File: src/rtl/ext_irq_pkg.sv
`timescale 1ns/1ps
// Shared constants for the external interrupt front end.
// Assumes a fixed seven-channel wiring and an 8-bit register port.
package ext_irq_pkg;
    localparam int NCH  = 7;
    localparam int IDW  = 3;
    localparam int AW   = 8;
    localparam int DW   = 8;
    localparam int TICK_CH = NCH - 1;

    localparam logic [AW-1:0] ADDR_EN   = 8'hA8;
    localparam logic [AW-1:0] ADDR_FLAG = 8'hC0;
    localparam logic [AW-1:0] ADDR_POL  = 8'hC8;
    localparam logic [AW-1:0] ADDR_TICK = 8'hE8;

    typedef logic [NCH-1:0] ch_vec_t;
endpackage

File: src/rtl/irq_edge_det.sv
`timescale 1ns/1ps
// Synchronizes one raw line (SYNC_STAGES flops, 0 = already in clock domain),
// then reports a single-cycle hit on the edge chosen by fall_sel
// (1 = falling, 0 = rising). All flops reset to 0, so an idle-low line
// gives no event after reset.
module irq_edge_det #(
    parameter int SYNC_STAGES = 2
) (
    input  logic clk,
    input  logic rst_n,
    input  logic din,
    input  logic fall_sel,
    output logic hit
);
    logic cur;
    logic prev;

    generate
        if (SYNC_STAGES > 0) begin : g_sync
            logic [SYNC_STAGES-1:0] chain;
            // shift raw input through the synchronizer chain
            always_ff @(posedge clk) begin
                if (!rst_n) begin
                    chain <= '0;
                end else begin
                    chain[0] <= din;
                    for (int k = 1; k < SYNC_STAGES; k++) begin
                        chain[k] <= chain[k-1];
                    end
                end
            end
            assign cur = chain[SYNC_STAGES-1];
        end else begin : g_direct
            assign cur = din;
        end
    endgenerate

    // hold previous synchronized sample for edge comparison
    always_ff @(posedge clk) begin
        if (!rst_n) prev <= 1'b0;
        else        prev <= cur;
    end

    assign hit = fall_sel ? (prev & ~cur) : (cur & ~prev);
endmodule

File: src/rtl/irq_tick_gen.sv
`timescale 1ns/1ps
// Free-running divider: output is high for the last cycle of each
// TICK_CYCLES-long period and drops at the wrap. Assumes TICK_CYCLES >= 2.
module irq_tick_gen #(
    parameter int TICK_CYCLES = 27965
) (
    input  logic clk,
    input  logic rst_n,
    output logic tick
);
    localparam int CW = (TICK_CYCLES > 2) ? $clog2(TICK_CYCLES) : 1;
    localparam logic [CW-1:0] LAST = CW'(TICK_CYCLES - 1);

    logic [CW-1:0] cnt;

    // count clocks modulo TICK_CYCLES
    always_ff @(posedge clk) begin
        if (!rst_n)           cnt <= '0;
        else if (cnt == LAST) cnt <= '0;
        else                  cnt <= cnt + 1'b1;
    end

    assign tick = (cnt == LAST);
endmodule

File: src/rtl/ext_irq_front.sv
`timescale 1ns/1ps
// External interrupt front end: per-channel edge detection, pending flags,
// enables, acknowledge clear, and a nested tick flag on the last channel.
// Assumes one clock domain for core and registers; raw pins are asynchronous.
module ext_irq_front
    import ext_irq_pkg::*;
#(
    parameter int TICK_CYCLES = 27965,
    parameter int SYNC_STAGES = 2
) (
    input  logic          clk,
    input  logic          rst_n,
    input  logic          dio_hp_in,
    input  logic          dio_lp_in,
    input  logic          cmp_in,
    input  logic          eep_busy_in,
    input  logic          ack_valid,
    input  logic [IDW-1:0] ack_id,
    input  logic          reg_we,
    input  logic [AW-1:0] reg_addr,
    input  logic [DW-1:0] reg_wdata,
    output logic [DW-1:0] reg_rdata,
    output logic [NCH-1:0] irq_req
);
    localparam int NPIN = NCH - 1;

    ch_vec_t     flag_q;
    ch_vec_t     en_q;
    ch_vec_t     edge_hit;
    ch_vec_t     ack_dec;
    ch_vec_t     sw_clr;
    logic [1:0]  pol_q;
    logic        tick_en_q;
    logic        tick_flag_q;
    logic        tick;
    logic        wdata_unused;

    logic [NPIN-1:0] pin_raw;
    logic [NPIN-1:0] pin_fall;

    // pin routing; channel 3 reserved and tied low
    assign pin_raw  = {eep_busy_in, cmp_in, 1'b0, cmp_in, dio_lp_in, dio_hp_in};
    // busy line is taken on its falling edge (inverted rising detector)
    assign pin_fall = {1'b1, 1'b0, pol_q[1], pol_q[0], 1'b0, 1'b0};

    generate
        for (genvar g = 0; g < NPIN; g++) begin : g_pin
            irq_edge_det #(.SYNC_STAGES(SYNC_STAGES)) u_det (
                .clk      (clk),
                .rst_n    (rst_n),
                .din      (pin_raw[g]),
                .fall_sel (pin_fall[g]),
                .hit      (edge_hit[g])
            );
        end
    endgenerate

    irq_tick_gen #(.TICK_CYCLES(TICK_CYCLES)) u_tick (
        .clk   (clk),
        .rst_n (rst_n),
        .tick  (tick)
    );

    // tick is already synchronous; act on its falling edge
    irq_edge_det #(.SYNC_STAGES(0)) u_tick_det (
        .clk      (clk),
        .rst_n    (rst_n),
        .din      (tick),
        .fall_sel (1'b1),
        .hit      (edge_hit[TICK_CH])
    );

    // decode acknowledge and software clear strobes
    always_comb begin
        for (int i = 0; i < NCH; i++) begin
            ack_dec[i] = ack_valid && (ack_id == IDW'(i));
            sw_clr[i]  = reg_we && (reg_addr == ADDR_FLAG) && reg_wdata[i];
        end
    end

    // pending flags: an edge outranks any clear in the same cycle
    always_ff @(posedge clk) begin
        if (!rst_n) begin
            flag_q <= '0;
        end else begin
            for (int i = 0; i < NCH; i++) begin
                if (edge_hit[i])                 flag_q[i] <= 1'b1;
                else if (ack_dec[i] || sw_clr[i]) flag_q[i] <= 1'b0;
            end
        end
    end

    // control registers: enables, polarity, tick enable and tick flag
    always_ff @(posedge clk) begin
        if (!rst_n) begin
            en_q        <= '0;
            pol_q       <= '0;
            tick_en_q   <= 1'b0;
            tick_flag_q <= 1'b0;
        end else begin
            if (reg_we && reg_addr == ADDR_EN)  en_q  <= reg_wdata[NCH-1:0];
            if (reg_we && reg_addr == ADDR_POL) pol_q <= reg_wdata[1:0];
            if (reg_we && reg_addr == ADDR_TICK) tick_en_q <= reg_wdata[0];
            if (edge_hit[TICK_CH])
                tick_flag_q <= 1'b1;
            else if (reg_we && reg_addr == ADDR_TICK && reg_wdata[1])
                tick_flag_q <= 1'b0;
        end
    end

    // request gating; last channel also needs the tick enable
    assign irq_req = flag_q & en_q & {tick_en_q, {(NCH-1){1'b1}}};

    // combinational register read mux
    always_comb begin
        case (reg_addr)
            ADDR_EN:   reg_rdata = {{(DW-NCH){1'b0}}, en_q};
            ADDR_FLAG: reg_rdata = {{(DW-NCH){1'b0}}, flag_q};
            ADDR_POL:  reg_rdata = {{(DW-2){1'b0}}, pol_q};
            ADDR_TICK: reg_rdata = {{(DW-2){1'b0}}, tick_flag_q, tick_en_q};
            default:   reg_rdata = '0;
        endcase
    end

    assign wdata_unused = reg_wdata[DW-1];
endmodule

File: config.mk
export PLATFORM = sky130hd
export DESIGN_NAME = ext_irq_front
export DESIGN_NICKNAME = d
export VERILOG_FILES = /design/src/rtl/ext_irq_pkg.sv /design/src/rtl/irq_edge_det.sv /design/src/rtl/irq_tick_gen.sv /design/src/rtl/ext_irq_front.sv
export SDC_FILE = /design/constraint.sdc
export NUM_CORES = 1
export LEC_CHECK = 0
export BUFFER_PORTS_ARGS = -buffer_cell sky130_fd_sc_hd__buf_2
export CAP_MARGIN = 40
export CELL_PAD_IN_SITES_DETAIL_PLACEMENT = 0
export CELL_PAD_IN_SITES_GLOBAL_PLACEMENT = 1
export CORE_ASPECT_RATIO = 0.5
export CORE_MARGIN = 4
export CORE_UTILIZATION = 42
export DETAILED_ROUTE_END_ITERATION = 6
export GPL_TIMING_DRIVEN = 0
export PLACE_DENSITY_LB_ADDON = 0.12
export SYNTH_ARGS = -nofsm -noshare
export SYNTH_HDL_FRONTEND = slang
export SYNTH_SLANG_ARGS = --single-unit
File: constraint.sdc
create_clock -name clk -period 5.2 [get_ports clk]
set_clock_uncertainty 0.1 [all_clocks]
set_input_delay 0.78 -clock clk [delete_from_list [all_inputs] [get_ports clk]]
set_output_delay 0.78 -clock clk [all_outputs]
set_load 0.01 [all_outputs]
# --- Yosys cells after proc, flatten, opt, wreduce, memory -nomap -nowiden ---
# Cells that the tools add are included.
totals:
  regBits: 52
  out_inout_bits: 15
  word_cells: 114
classes:
  add_sub_neg: 1
  n_eq_ne: 11
  n_mux: 19
  bitwise_logic: 21
  n_reduce_logical: 36
ops:
  columns: ["cell", "count"]
  rows:
  - ["$eq A8 B8 Y1 const B", 4]
  - ["$pmux W7 S4", 1]
  - ["$logic_and A1 B1 Y1", 19]
  - ["$mux W1", 18]
  - ["$reduce_bool A2 Y1", 8]
  - ["$add A15 B1 Y15 const B", 1]
  - ["$eq A15 B15 Y1 const B", 1]
  - ["$and A7 B7 Y7", 2]
  - ["$not A1 Y1", 10]
  - ["$and A1 B1 Y1", 9]
  - ["$eq A3 B3 Y1 const B", 3]
  - ["$logic_or A1 B1 Y1", 7]
  - ["$eq A3 B2 Y1 const B", 2]
  - ["$eq A3 B1 Y1 const B", 1]
  - ["$logic_not A3 Y1", 1]
  - ["$reduce_or A2 Y1", 1]

# --- Logic depth before layout (Yosys ltp) ---
# Gate-level depths: netlist of run 1.
depth:
  ltp_word: 6
  mapped_depth: 7
  mapped_depth_nobuf: 6

# --- Cells and area by module ---
# A second synthesis of run 1 with hierarchy kept.
unflattened:
  cells_unflattened: 254
  area_unflattened_um2: 2436.1
modules_own_cells:
  columns: ["mod", "instances", "cells_per_inst", "area_each_um2"]
  rows:
  - ["ext_irq_front", 1, 117, 1068.5]
  - ["irq_tick_gen", 1, 78, 710.7]
  - ["irq_edge_det at g_pin[0].u_det ...", 6, 9, 101.3]
  - ["irq_edge_det at u_tick_det", 1, 5, 48.8]

# --- Least setup slack after synthesis of run 1 ---
# No wires, ideal clock.
synth_timing:
  path_kind: "input port to output port"
  start: "in reg_addr[6]"
  end: "out reg_rdata[2]"
  t_arrival_ns: 1.838
  path_slack_ns: 2.482
  path_stages: 4
  cell_sequence: "buf_2 -> nand4bb_1 -> nor3b_1 -> a22o_1"
synth_via:
  elab_chain_len: 2
synth_rtl:
  columns: ["element", "line", "text"]
  rows:
  - ["from (decl)", "ext_irq_front.sv:20", "input logic [AW-1:0] reg_addr,"]
  - ["$eq A8 B8 Y1", "ext_irq_front.sv:116", "case (reg_addr)"]
  - ["$pmux W7 S4 *", "ext_irq_front.sv:116", null]
  - ["to (decl)", "ext_irq_front.sv:22", "output logic [DW-1:0] reg_rdata,"]
# Mark *: on every way between the ends. The rest lies on a longest branch, timed or not.

# --- Worst setup path after layout of run 1 ---
layout_timing:
  start: "in reg_addr[6]"
  end: "out reg_rdata[6]"
# Same word-level chain as after synthesis.

==> flow_metrics.py, run 1 <==
metrics = {
    "outcome": {
        "run_status": "finished clean",
    },
    "floorplan": {
        "die_x_um": 107.2,
        "ios": 42,
        "initial_core_util_pct": 45.23,
        "die_height_um": 57.62,
        "die_area_um2": 6179,
        "core_region_area_um2": 4573,
        "row_count": 17,
    },
    "route": {
        "drc_marker_count_from_the_first_detailed_route_iteration": 65,
        "route.met2.wl_um": 1944,
        "vias": 1657,
        "drcViolationCount": 0,
        "wl_met1_um": 2138,
        "route.final.wire_length_um": 4395,
        "dr.max_layer_used": "met4",
        "ant_nets": 0,
        "drt_pre_antenna_iters": 5,
        "met3_length_um": 262,
        "post_drt_wl_per_cell_um": 13.28,
        "viasPerCell": 5.006,
    },
    "synthesis": {
        "post_synth_instance_area_um2": 2068,
        "syn_avg_cell_area_um2": 9.401,
        "synth.ff_latch_count": 45,
        "synthesis.instances": 220,
        "synth_seq_area_share_pct": 43.56,
        "yosysUniqueCellTypes": 43,
        "yosysWarningCount": 0,
    },
    "grt": {
        "wire_length_of_the_first_global_routing_pass_um": 7514,
        "grt.total_usage_pct": 15.24,
        "gr-total-overflow": 0,
        "grt_max_degree": 14,
        "antenna_violations_before_repair": 0,
        "first_global_vias": 1597,
    },
    "placement": {
        "post_place_cells": 323,
        "dpl-instance-area_um2": 2335,
        "gp_congestion": 0.7973,
        "hpwl_um": 3345,
        "io_buffers": 36,
    },
    "cts": {
        "clk_transition_reported_paths_ns": 0.08,
        "cts-resized-gates": 0,
        "clock_tree.buffer_depth": 2,
        "clk_root_buffer_cell": "sky130_fd_sc_hd__clkbuf_8",
        "cts_made_buffers": 5,
        "cts_post_setup_buffers_inserted": 0,
        "tritoncts_num_sinks": 45,
        "h-tree-depth": 2,
        "clk_latency_ns": 0.29,
        "hold_buffer_count_at_cts": 0,
        "cts_tree": "yes",
    },
    "worst_hold_path": {
        "hold_class": "reg2reg",
    },
    "final_layout": {
        "layout_common_cells": "sky130_fd_sc_hd__dfxtp_1 (45), sky130_fd_sc_hd__buf_2 (37), sky130_fd_sc_hd__and2_1 (20)",
        "net_count_of_the_finished_layout": 293,
        "count_of_antenna_diodes_in_the_layout": 0,
        "final_layout_size_suffix_gt1_share_pct": 20.38,
        "final.fill_count": 456,
        "syn_to_final_growth_pct": 18.51,
        "sequential_cell_area_um2": 900.9,
        "layout.cells.non_filler": 331,
        "layout_commonest_cell": "sky130_fd_sc_hd__dfxtp_1",
        "multi_input_comb_area_um2": 1072,
        "final_cell_area_um2": 2451,
    },
    "sta": {
        "max_slew.worst_pin.slew_ns": 0.8733,
        "rsz_0062_raised_after_global_routing": "no",
        "fmax_mhz": 310.2,
        "slew_headroom_pct": 41.66,
        "finalCriticalPeriod_ns": 3.224,
        "finalHoldViolCount": 0,
        "report.final.slew_viol_count": 0,
        "layout_worst_path_cycle_share_pct": 62.00,
        "setup_violations": 0,
        "setup_tns_ns": 0,
    },
    "worst_setup_path": {
        "critical_path_arrival_ns": 2.34,
        "critPathMaxFanout": 9,
        "critPathLaunchType": "input pin",
        "ws_path_type": "in2out",
        "critPathCaptureType": "primary output",
        "worstPathRequired_ns": 4.32,
    },
    "pwr": {
        "static-leakage-power_uw": 0.001081,
        "overall_power_consumption_uw": 672.1,
        "power_density_nw_per_um2": 274.2,
        "vdd_drop_max_mv": 0.1317,
    },
    "job": {
        "max_cap_viol_count": 0,
    },
}
==> worst paths after layout <==
path,slack (ns),endpoint,startpoint,cells after the start
max,1.98,reg_rdata[6],reg_addr[6],5
min,0.33,flag_q[1]$_SDFFE_PN0P_,g_pin[1].u_det.prev$_SDFF_PN0_,1
max reg2reg,3.29,u_tick.cnt[2]$_SDFF_PP0_,u_tick.cnt[0]$_SDFF_PP0_,7
min reg2reg,0.33,flag_q[1]$_SDFFE_PN0P_,g_pin[1].u_det.prev$_SDFF_PN0_,1
==> critical path, cell delays in order <==
cell and delay, ns:
sky130_fd_sc_hd__buf_2 0.19, sky130_fd_sc_hd__nand4bb_1 0.21, sky130_fd_sc_hd__nor3b_1 0.77, sky130_fd_sc_hd__a22o_1 0.26
sky130_fd_sc_hd__buf_2 0.13
==> layout make-up <==
type | instances | share of cell area, %
Multi-Input combinational cell | 155 | 43.75
Sequential cell | 45 | 36.75
Timing Repair Buffer | 36 | 7.351
Clock buffer | 7 | 3.522
Tap cell | 66 | 3.369
Buffer | 13 | 2.808
Clock inverter | 1 | 1.225
Inverter | 8 | 1.225
==> metrics by stage <==
stage               hold slack [ns]  util [%]  setup WS, ns
floorplan                    0.2881         -         2.482
global placement             0.2931     51.05         2.006
CTS                          0.3272     53.60         1.957
detailed placement           0.3154     51.05         1.956
finish                       0.3265     53.60         1.976
global route                 0.3317     53.60         1.802
==> cells in the mapped netlist <==
master / n / area, um2
sky130_fd_sc_hd__nor4b_4: 1 / 23.77
sky130_fd_sc_hd__o211ai_1: 3 / 22.52
sky130_fd_sc_hd__ha_1: 2 / 25.02
sky130_fd_sc_hd__xor2_1: 8 / 70.07
sky130_fd_sc_hd__mux2_2: 2 / 22.52
sky130_fd_sc_hd__nand4b_1: 1 / 8.760
sky130_fd_sc_hd__a21oi_1: 2 / 10.01
sky130_fd_sc_hd__nor2_1: 15 / 56.30
sky130_fd_sc_hd__a31oi_1: 1 / 6.260
sky130_fd_sc_hd__xnor2_1: 5 / 43.79
sky130_fd_sc_hd__nand4bb_1: 1 / 11.26
sky130_fd_sc_hd__o41ai_4: 1 / 27.53
sky130_fd_sc_hd__nand2b_1: 2 / 12.51
sky130_fd_sc_hd__o31a_1: 1 / 8.760
sky130_fd_sc_hd__buf_4: 3 / 22.52
sky130_fd_sc_hd__a32o_1: 1 / 10.01
sky130_fd_sc_hd__clkbuf_1: 8 / 30.03
sky130_fd_sc_hd__nor2b_1: 11 / 68.82
sky130_fd_sc_hd__o311ai_0: 1 / 8.760
sky130_fd_sc_hd__and2_1: 20 / 125.1
sky130_fd_sc_hd__nor4_1: 4 / 25.02
sky130_fd_sc_hd__o21a_1: 1 / 7.510
sky130_fd_sc_hd__inv_1: 8 / 30.03
sky130_fd_sc_hd__o22ai_1: 4 / 25.02
sky130_fd_sc_hd__conb_1: 1 / 3.750
sky130_fd_sc_hd__buf_2: 1 / 5.000
sky130_fd_sc_hd__nand4_4: 1 / 21.27
sky130_fd_sc_hd__and4_1: 2 / 17.52
sky130_fd_sc_hd__nor3_1: 2 / 10.01
sky130_fd_sc_hd__mux2i_1: 10 / 100.1
sky130_fd_sc_hd__nor3b_1: 2 / 15.01
sky130_fd_sc_hd__dfxtp_1: 45 / 900.9
sky130_fd_sc_hd__or3b_2: 1 / 8.760
sky130_fd_sc_hd__and3_1: 4 / 25.02
sky130_fd_sc_hd__nand4_1: 7 / 43.79
sky130_fd_sc_hd__nand3_1: 8 / 40.04
sky130_fd_sc_hd__nand2_1: 15 / 56.30
sky130_fd_sc_hd__and3b_1: 2 / 17.52
sky130_fd_sc_hd__o31ai_1: 2 / 15.01
sky130_fd_sc_hd__and4b_1: 2 / 20.02
sky130_fd_sc_hd__buf_6: 1 / 11.26
sky130_fd_sc_hd__a22o_1: 4 / 35.03
sky130_fd_sc_hd__o21ai_0: 4 / 20.02
==> cells by family (layout without fill, tap and decap cells) <==
kind of cell / after synthesis / after routing / synth area share (%)
compound gates: 25 / 25 / 9.498
xor+xnor: 13 / 13 / 5.505
fa+ha+maj: 2 / 2 / 1.210
buf+inv: 21 / 65 / 4.779
flops: 45 / 45 / 43.56
mux: 12 / 12 / 5.929
other cells: 1 / 2 / 0.1813
simple gates: 101 / 101 / 29.34
==> sequential cells by signal, summed over array words and instances (netlist names) <==
name / flops
tick_en_q: 1
u_tick.cnt: 15
g_pin.u_det.g_sync.chain: 8
pol_q: 2
en_q: 7
u_tick_det.prev: 1
tick_flag_q: 1
g_pin.u_det.prev: 4
flag_q: 6
==> power breakdown <==
part / leakage, uW / switching [uW] / internal (uW) / total [uW]
clock: 0.0000585 / 114 / 157 / 270
sequential: 0.000366 / 4.92 / 352 / 357
combinational: 0.000656 / 24.4 / 20.6 / 45.0
==> per-layer routing <==
layer	GRT usage, %	up-vias
li1	-	846
met1	20.44	772
met2	23.73	31
met3	4.894	8
met4	4.372	0
met5	0	-
No activity file was read; power rests on OpenSTA's default activity.
==> run 2: changes to the inputs <==
Settings changed: CORE_UTILIZATION 42 to 41.
Clock period 5.2 ns to 3 ns, I/O delays scaled along.
==> run 2 against run 1 <==
Design area unchanged. Total power is 74% higher. Sequential power is 73% higher. First-iteration DRC count rose by 25%. Largest cell class unchanged. Highest routed layer unchanged.
==> flow_metrics.py, run 2 (synthesis results as in run 1) <==
metrics = {
    "grt": {
        "first_global_vias": 1524,
        "antenna_violations_before_repair": 0,
        "grt.total_usage_pct": 14.36,
        "gr-total-overflow": 0,
        "wire_length_of_the_first_global_routing_pass_um": 7072,
        "grt_max_degree": 14,
    },
    "worst_setup_path": {
        "crit_buf_inv": 2,
        "timing.critical_path.max_delay_family": "simple AND/OR/NAND/NOR gates",
        "worstPathRequired_ns": 2.45,
        "critPathCaptureType": "primary output",
        "path_cells": "buf_2 -> nand4bb_1 -> nor3b_1 -> a22o_1 -> buf_2",
        "critPathMaxFanout": 9,
        "slowest_stage": "sky130_fd_sc_hd__nor3b_1",
        "critPathMostFrequentCell": "sky130_fd_sc_hd__buf_2",
        "worst_path_largest_cell_delay_ns": 0.72,
        "critical_path_arrival_ns": 1.96,
        "critPathLaunchType": "input pin",
        "ws_path_type": "in2out",
    },
    "cts": {
        "hold_buffer_count_at_cts": 0,
        "clk_root_buffer_cell": "sky130_fd_sc_hd__clkbuf_8",
        "cts_made_buffers": 5,
        "cts-resized-gates": 0,
        "h-tree-depth": 2,
        "clk_transition_reported_paths_ns": 0.08,
        "clock_tree.buffer_depth": 2,
        "clk_latency_ns": 0.29,
        "tritoncts_num_sinks": 45,
        "cts_post_setup_buffers_inserted": 0,
        "cts_tree": "yes",
    },
    "pwr": {
        "internal-power_uw": 917.5,
        "sequentialPowerShare_pct": 52.9,
        "power_density_nw_per_um2": 477.1,
        "overall_power_consumption_uw": 1169,
        "combPwrFrac_pct": 6.7,
        "clock_power_share_pct": 40.5,
        "netsw_uw": 251.9,
        "p_sw_share_pct": 21.54,
        "vdd_drop_max_mv": 0.2884,
        "static-leakage-power_uw": 0.001081,
    },
    "route": {
        "viasPerCell": 4.964,
        "vias": 1643,
        "drcViolationCount": 0,
        "route.final.wire_length_um": 4297,
        "drt_pre_antenna_iters": 4,
        "post_drt_wl_per_cell_um": 12.98,
        "ant_nets": 0,
        "drc_marker_count_from_the_first_detailed_route_iteration": 81,
    },
    "worst_hold_path": {
        "hold_class": "in2reg",
    },
    "placement": {
        "gp_congestion": 0.8078,
        "hpwl_um": 3230,
        "io_buffers": 36,
    },
    "sta": {
        "layout_worst_path_cycle_share_pct": 83.79,
        "fin_hold_ws_ns": 0.2542,
        "setup_violations": 0,
        "rsz_0062_raised_after_global_routing": "no",
        "max_slew.worst_pin.slew_ns": 0.7855,
        "fmax_mhz": 397.8,
        "finalCriticalPeriod_ns": 2.514,
        "slew_headroom_pct": 47.52,
        "finalHoldViolCount": 0,
        "setup_tns_ns": 0,
        "report.final.slew_viol_count": 0,
    },
    "floorplan": {
        "initial_core_util_pct": 44.60,
        "die_area_um2": 6314,
        "row_count": 17,
        "die_height_um": 58.22,
        "core_region_area_um2": 4637,
        "die_x_um": 108.4,
        "ios": 42,
    },
    "final_layout": {
        "post-route-util_pct": 52.86,
        "largest_register_ffs": 15,
        "net_count_of_the_finished_layout": 293,
        "final_layout_size_suffix_gt1_share_pct": 20.38,
        "layout_commonest_cell": "sky130_fd_sc_hd__dfxtp_1",
        "max_flop_register": "u_tick.cnt",
        "count_of_antenna_diodes_in_the_layout": 0,
        "reg_top3": "u_tick.cnt: 15 flops, g_pin.u_det.g_sync.chain: 8 flops, en_q: 7 flops",
        "layout_common_cells": "sky130_fd_sc_hd__dfxtp_1 (45), sky130_fd_sc_hd__buf_2 (37), sky130_fd_sc_hd__and2_1 (20)",
        "syn_to_final_growth_pct": 18.51,
    },
    "outcome": {
        "run_status": "finished clean",
    },
    "job": {
        "max_cap_viol_count": 0,
    },
}
==> run 2: cell counts in the layout (fill, tap and decap cells not counted) <==
Identical to the previous run, type by type.
==> run 2: final cells by class <==
cell class | instances | area (um2)
multi-input combinational | 155 | 1072
fill | 458 | 2186
inverter | 8 | 30.03
clock inverter | 1 | 30.03
buffer | 13 | 68.82
sequential | 45 | 900.9
clock buffer | 7 | 86.33
timing repair buffer | 36 | 180.2
tap | 66 | 82.58
==> run 2: power by group through the flow <==
stage               logic [uW]  registers (uW)  clock network, uW
floorplan                 44.9             630                  0
global placement          77.6             632                  0
detailed placement        78.5             632                  0
CTS                       79.1             618                490
global route              88.2             621                516
finish                    78.2             618                473
==> run 2: routing by layer <==
layer | up-vias | share of wire (%) | global-route usage [%]
met2 | 42 | 43 | 22.21
li1 | 849 | - | -
met5 | - | 0 | 0
met1 | 746 | 50 | 19.62
met3 | 6 | 6.4 | 4.004
met4 | 0 | 0.93 | 4.317
==> run 2: worst paths after layout <==
check,startpoint,endpoint,slack (ns),depth (start not counted)
worst max register to register,u_tick.cnt[0]$_SDFF_PP0_,u_tick.cnt[2]$_SDFF_PP0_,1.10,7
worst min register to register,g_pin[1].u_det.prev$_SDFF_PN0_,flag_q[1]$_SDFFE_PN0P_,0.31,1
worst min-delay path,dio_lp_in,g_pin[1].u_det.g_sync.chain[0]$_SDFF_PN0_,0.25,2
worst max-delay path,reg_addr[6],reg_rdata[4],0.49,5
==> run 2: per-stage QoR <==
| stage | instances | setup WS [ns] | area (um2) |
|---|---|---|---|
| after global routing | 331 | 0.3309 | 2451 |
| final | 331 | 0.4864 | 2451 |
| after global placement | 323 | 0.3999 | 2335 |
| after CTS | 331 | 0.4368 | 2451 |
| after detailed placement | 323 | 0.4366 | 2335 |
| after floorplan | 221 | 0.9422 | 2072 |
==> run 3: changes to the inputs <==
Clock period 3 ns to 2.4 ns, I/O delays scaled along.
==> run 3 against run 2 <==
Flip-flop and latch count did not move. Total power up 25%. Critical path type unchanged. Design area increased by 0.20%. Setup slack got worse by 0.16 ns.
==> flow_metrics.py, run 3 (synthesis results as in run 1) <==
metrics = {
    "cts": {
        "tritoncts_num_sinks": 45,
        "cts_tree": "yes",
        "h-tree-depth": 2,
        "cts_made_buffers": 5,
        "clk_transition_reported_paths_ns": 0.08,
        "clk_latency_ns": 0.29,
        "hold_buffer_count_at_cts": 0,
        "clk_root_buffer_cell": "sky130_fd_sc_hd__clkbuf_8",
        "clock_tree.buffer_depth": 2,
    },
    "pwr": {
        "combPwrFrac_pct": 6.7,
        "p_sw_share_pct": 21.59,
        "power_density_nw_per_um2": 595.6,
        "static-leakage-power_uw": 0.001081,
        "clock_power_share_pct": 40.5,
        "internal-power_uw": 1147,
        "sequentialPowerShare_pct": 52.8,
        "netsw_uw": 315.8,
        "overall_power_consumption_uw": 1463,
        "vdd_drop_max_mv": 0.3602,
    },
    "final_layout": {
        "layout_commonest_cell": "sky130_fd_sc_hd__dfxtp_1",
        "layout.cells.non_filler": 331,
        "post-route-util_pct": 52.97,
        "final_layout_size_suffix_gt1_share_pct": 20.75,
        "reg_top3": "u_tick.cnt: 15 flops, g_pin.u_det.g_sync.chain: 8 flops, en_q: 7 flops",
        "largest_register_ffs": 15,
        "count_of_antenna_diodes_in_the_layout": 0,
        "net_count_of_the_finished_layout": 293,
        "layout_common_cells": "sky130_fd_sc_hd__dfxtp_1 (45), sky130_fd_sc_hd__buf_2 (37), sky130_fd_sc_hd__and2_1 (20)",
        "final.fill_count": 458,
        "max_flop_register": "u_tick.cnt",
        "syn_to_final_growth_pct": 18.75,
    },
    "worst_setup_path": {
        "slowest_stage": "sky130_fd_sc_hd__nor3b_2",
        "critPathMaxFanout": 9,
        "path_cells": "buf_2 -> nand4bb_1 -> nor3b_2 -> a22o_1 -> buf_2",
        "worstPathRequired_ns": 1.94,
        "setup.worst_path.start": "reg_addr[6]",
        "worst_path_largest_cell_delay_ns": 0.48,
        "critPathMostFrequentCell": "sky130_fd_sc_hd__buf_2",
        "ws_path_type": "in2out",
        "critPathLaunchType": "input pin",
        "worst-r2r-cell-count": 7,
        "critical_path_arrival_ns": 1.61,
        "reg2reg_launch_point": "u_tick.cnt[0]$_SDFF_PP0_",
        "critPathCaptureType": "primary output",
    },
    "route": {
        "ant_nets": 0,
        "drcViolationCount": 0,
        "post_drt_wl_per_cell_um": 12.91,
        "drc_marker_count_from_the_first_detailed_route_iteration": 68,
        "viasPerCell": 4.955,
        "route.final.wire_length_um": 4273,
        "drt_pre_antenna_iters": 4,
        "vias": 1640,
    },
    "sta": {
        "slew_headroom_pct": 62.05,
        "fmax_mhz": 482.1,
        "layout_worst_path_cycle_share_pct": 86.42,
        "max_slew.worst_pin.slew_ns": 0.5673,
        "setup_violations": 0,
        "finalCriticalPeriod_ns": 2.074,
        "rsz_0062_raised_after_global_routing": "no",
        "report.final.slew_viol_count": 0,
        "finalHoldViolCount": 0,
        "fin_hold_ws_ns": 0.1636,
    },
    "job": {
        "max_cap_viol_count": 0,
    },
    "placement": {
        "hpwl_um": 3230,
        "post_place_cells": 323,
        "io_buffers": 36,
        "gp_congestion": 0.8078,
    },
    "grt": {
        "first_global_vias": 1524,
        "antenna_violations_before_repair": 0,
        "wire_length_of_the_first_global_routing_pass_um": 7072,
        "grt.total_usage_pct": 14.36,
        "grt_max_degree": 14,
        "gr-total-overflow": 0,
    },
    "floorplan": {
        "ios": 42,
        "die_area_um2": 6314,
        "die_height_um": 58.22,
        "initial_core_util_pct": 44.60,
        "die_x_um": 108.4,
        "core_region_area_um2": 4637,
        "row_count": 17,
    },
    "outcome": {
        "run_status": "finished clean",
    },
    "worst_hold_path": {
        "hold_start": "dio_lp_in",
        "worst_hold_path.num_cells": 2,
        "hold_class": "in2reg",
    },
}
==> run 3: cell types whose count changed in the layout (fill, tap and decap cells not counted) <==
cell	delta
sky130_fd_sc_hd__nor3b_1	-1
sky130_fd_sc_hd__nor3b_2	+1
==> run 3: power groups by stage <==
stage / registers [uW] / logic (uW) / clock network, uW
finish: 773 / 97.8 / 592
global route: 776 / 111 / 645
CTS: 773 / 98.9 / 613
detailed placement: 791 / 98.1 / 0
global placement: 790 / 97.1 / 0
floorplan: 787 / 56.1 / 0
==> run 3: repair_timing <==
| item | CTS | global route |
|---|---|---|
| setup endpoints to repair | 0 | 4 |
| gates resized for setup | 0 | 1 |
| buffers inserted | 0 | 0 |
==> run 3: path summary, 6_finish.rpt <==
check	endpoint	slack (ns)
setup reg to reg	u_tick.cnt[2]$_SDFF_PP0_	0.51
hold / removal	g_pin[1].u_det.g_sync.chain[0]$_SDFF_PN0_	0.16
hold reg to reg	flag_q[1]$_SDFFE_PN0P_	0.32
setup / recovery	reg_rdata[4]	0.33
==> run 3: critical path, delay by kind of cell <==
kind	cells	cell delay, ns
compound gates	1	0.22
buf+inv	2	0.31
simple gates	2	0.73
==> run 3: metal layers <==
| metal | vias to the layer above | part of all wire, % | track usage, % |
|---|---|---|---|
| li1 | 850 | - | - |
| met1 | 744 | 50 | 19.62 |
| met2 | 41 | 43 | 22.21 |
| met3 | 5 | 6.6 | 4.004 |
| met4 | 0 | 0.87 | 4.317 |
| met5 | - | 0 | 0 |
==> run 3: area by class of cell <==
type | count | area (um2) | share of cell area [%]
Multi-Input combinational cell | 155 | 1077 | 43.86
Inverter | 8 | 30.03 | 1.223
Timing Repair Buffer | 36 | 180.2 | 7.336
Clock buffer | 7 | 86.33 | 3.515
Tap cell | 66 | 82.58 | 3.362
Buffer | 13 | 68.82 | 2.802
Clock inverter | 1 | 30.03 | 1.223
Sequential cell | 45 | 900.9 | 36.68
==> run 3: per-stage QoR <==
stage	setup slack (ns)	setup TNS (ns)	cell area [um2]
floorplan	0.5222	0	2072
finish	0.3259	0	2456
global placement	-0.02007	-0.03396	2335
CTS	0.01681	0	2451
detailed placement	0.01661	0	2335
global route	0.1968	0	2456
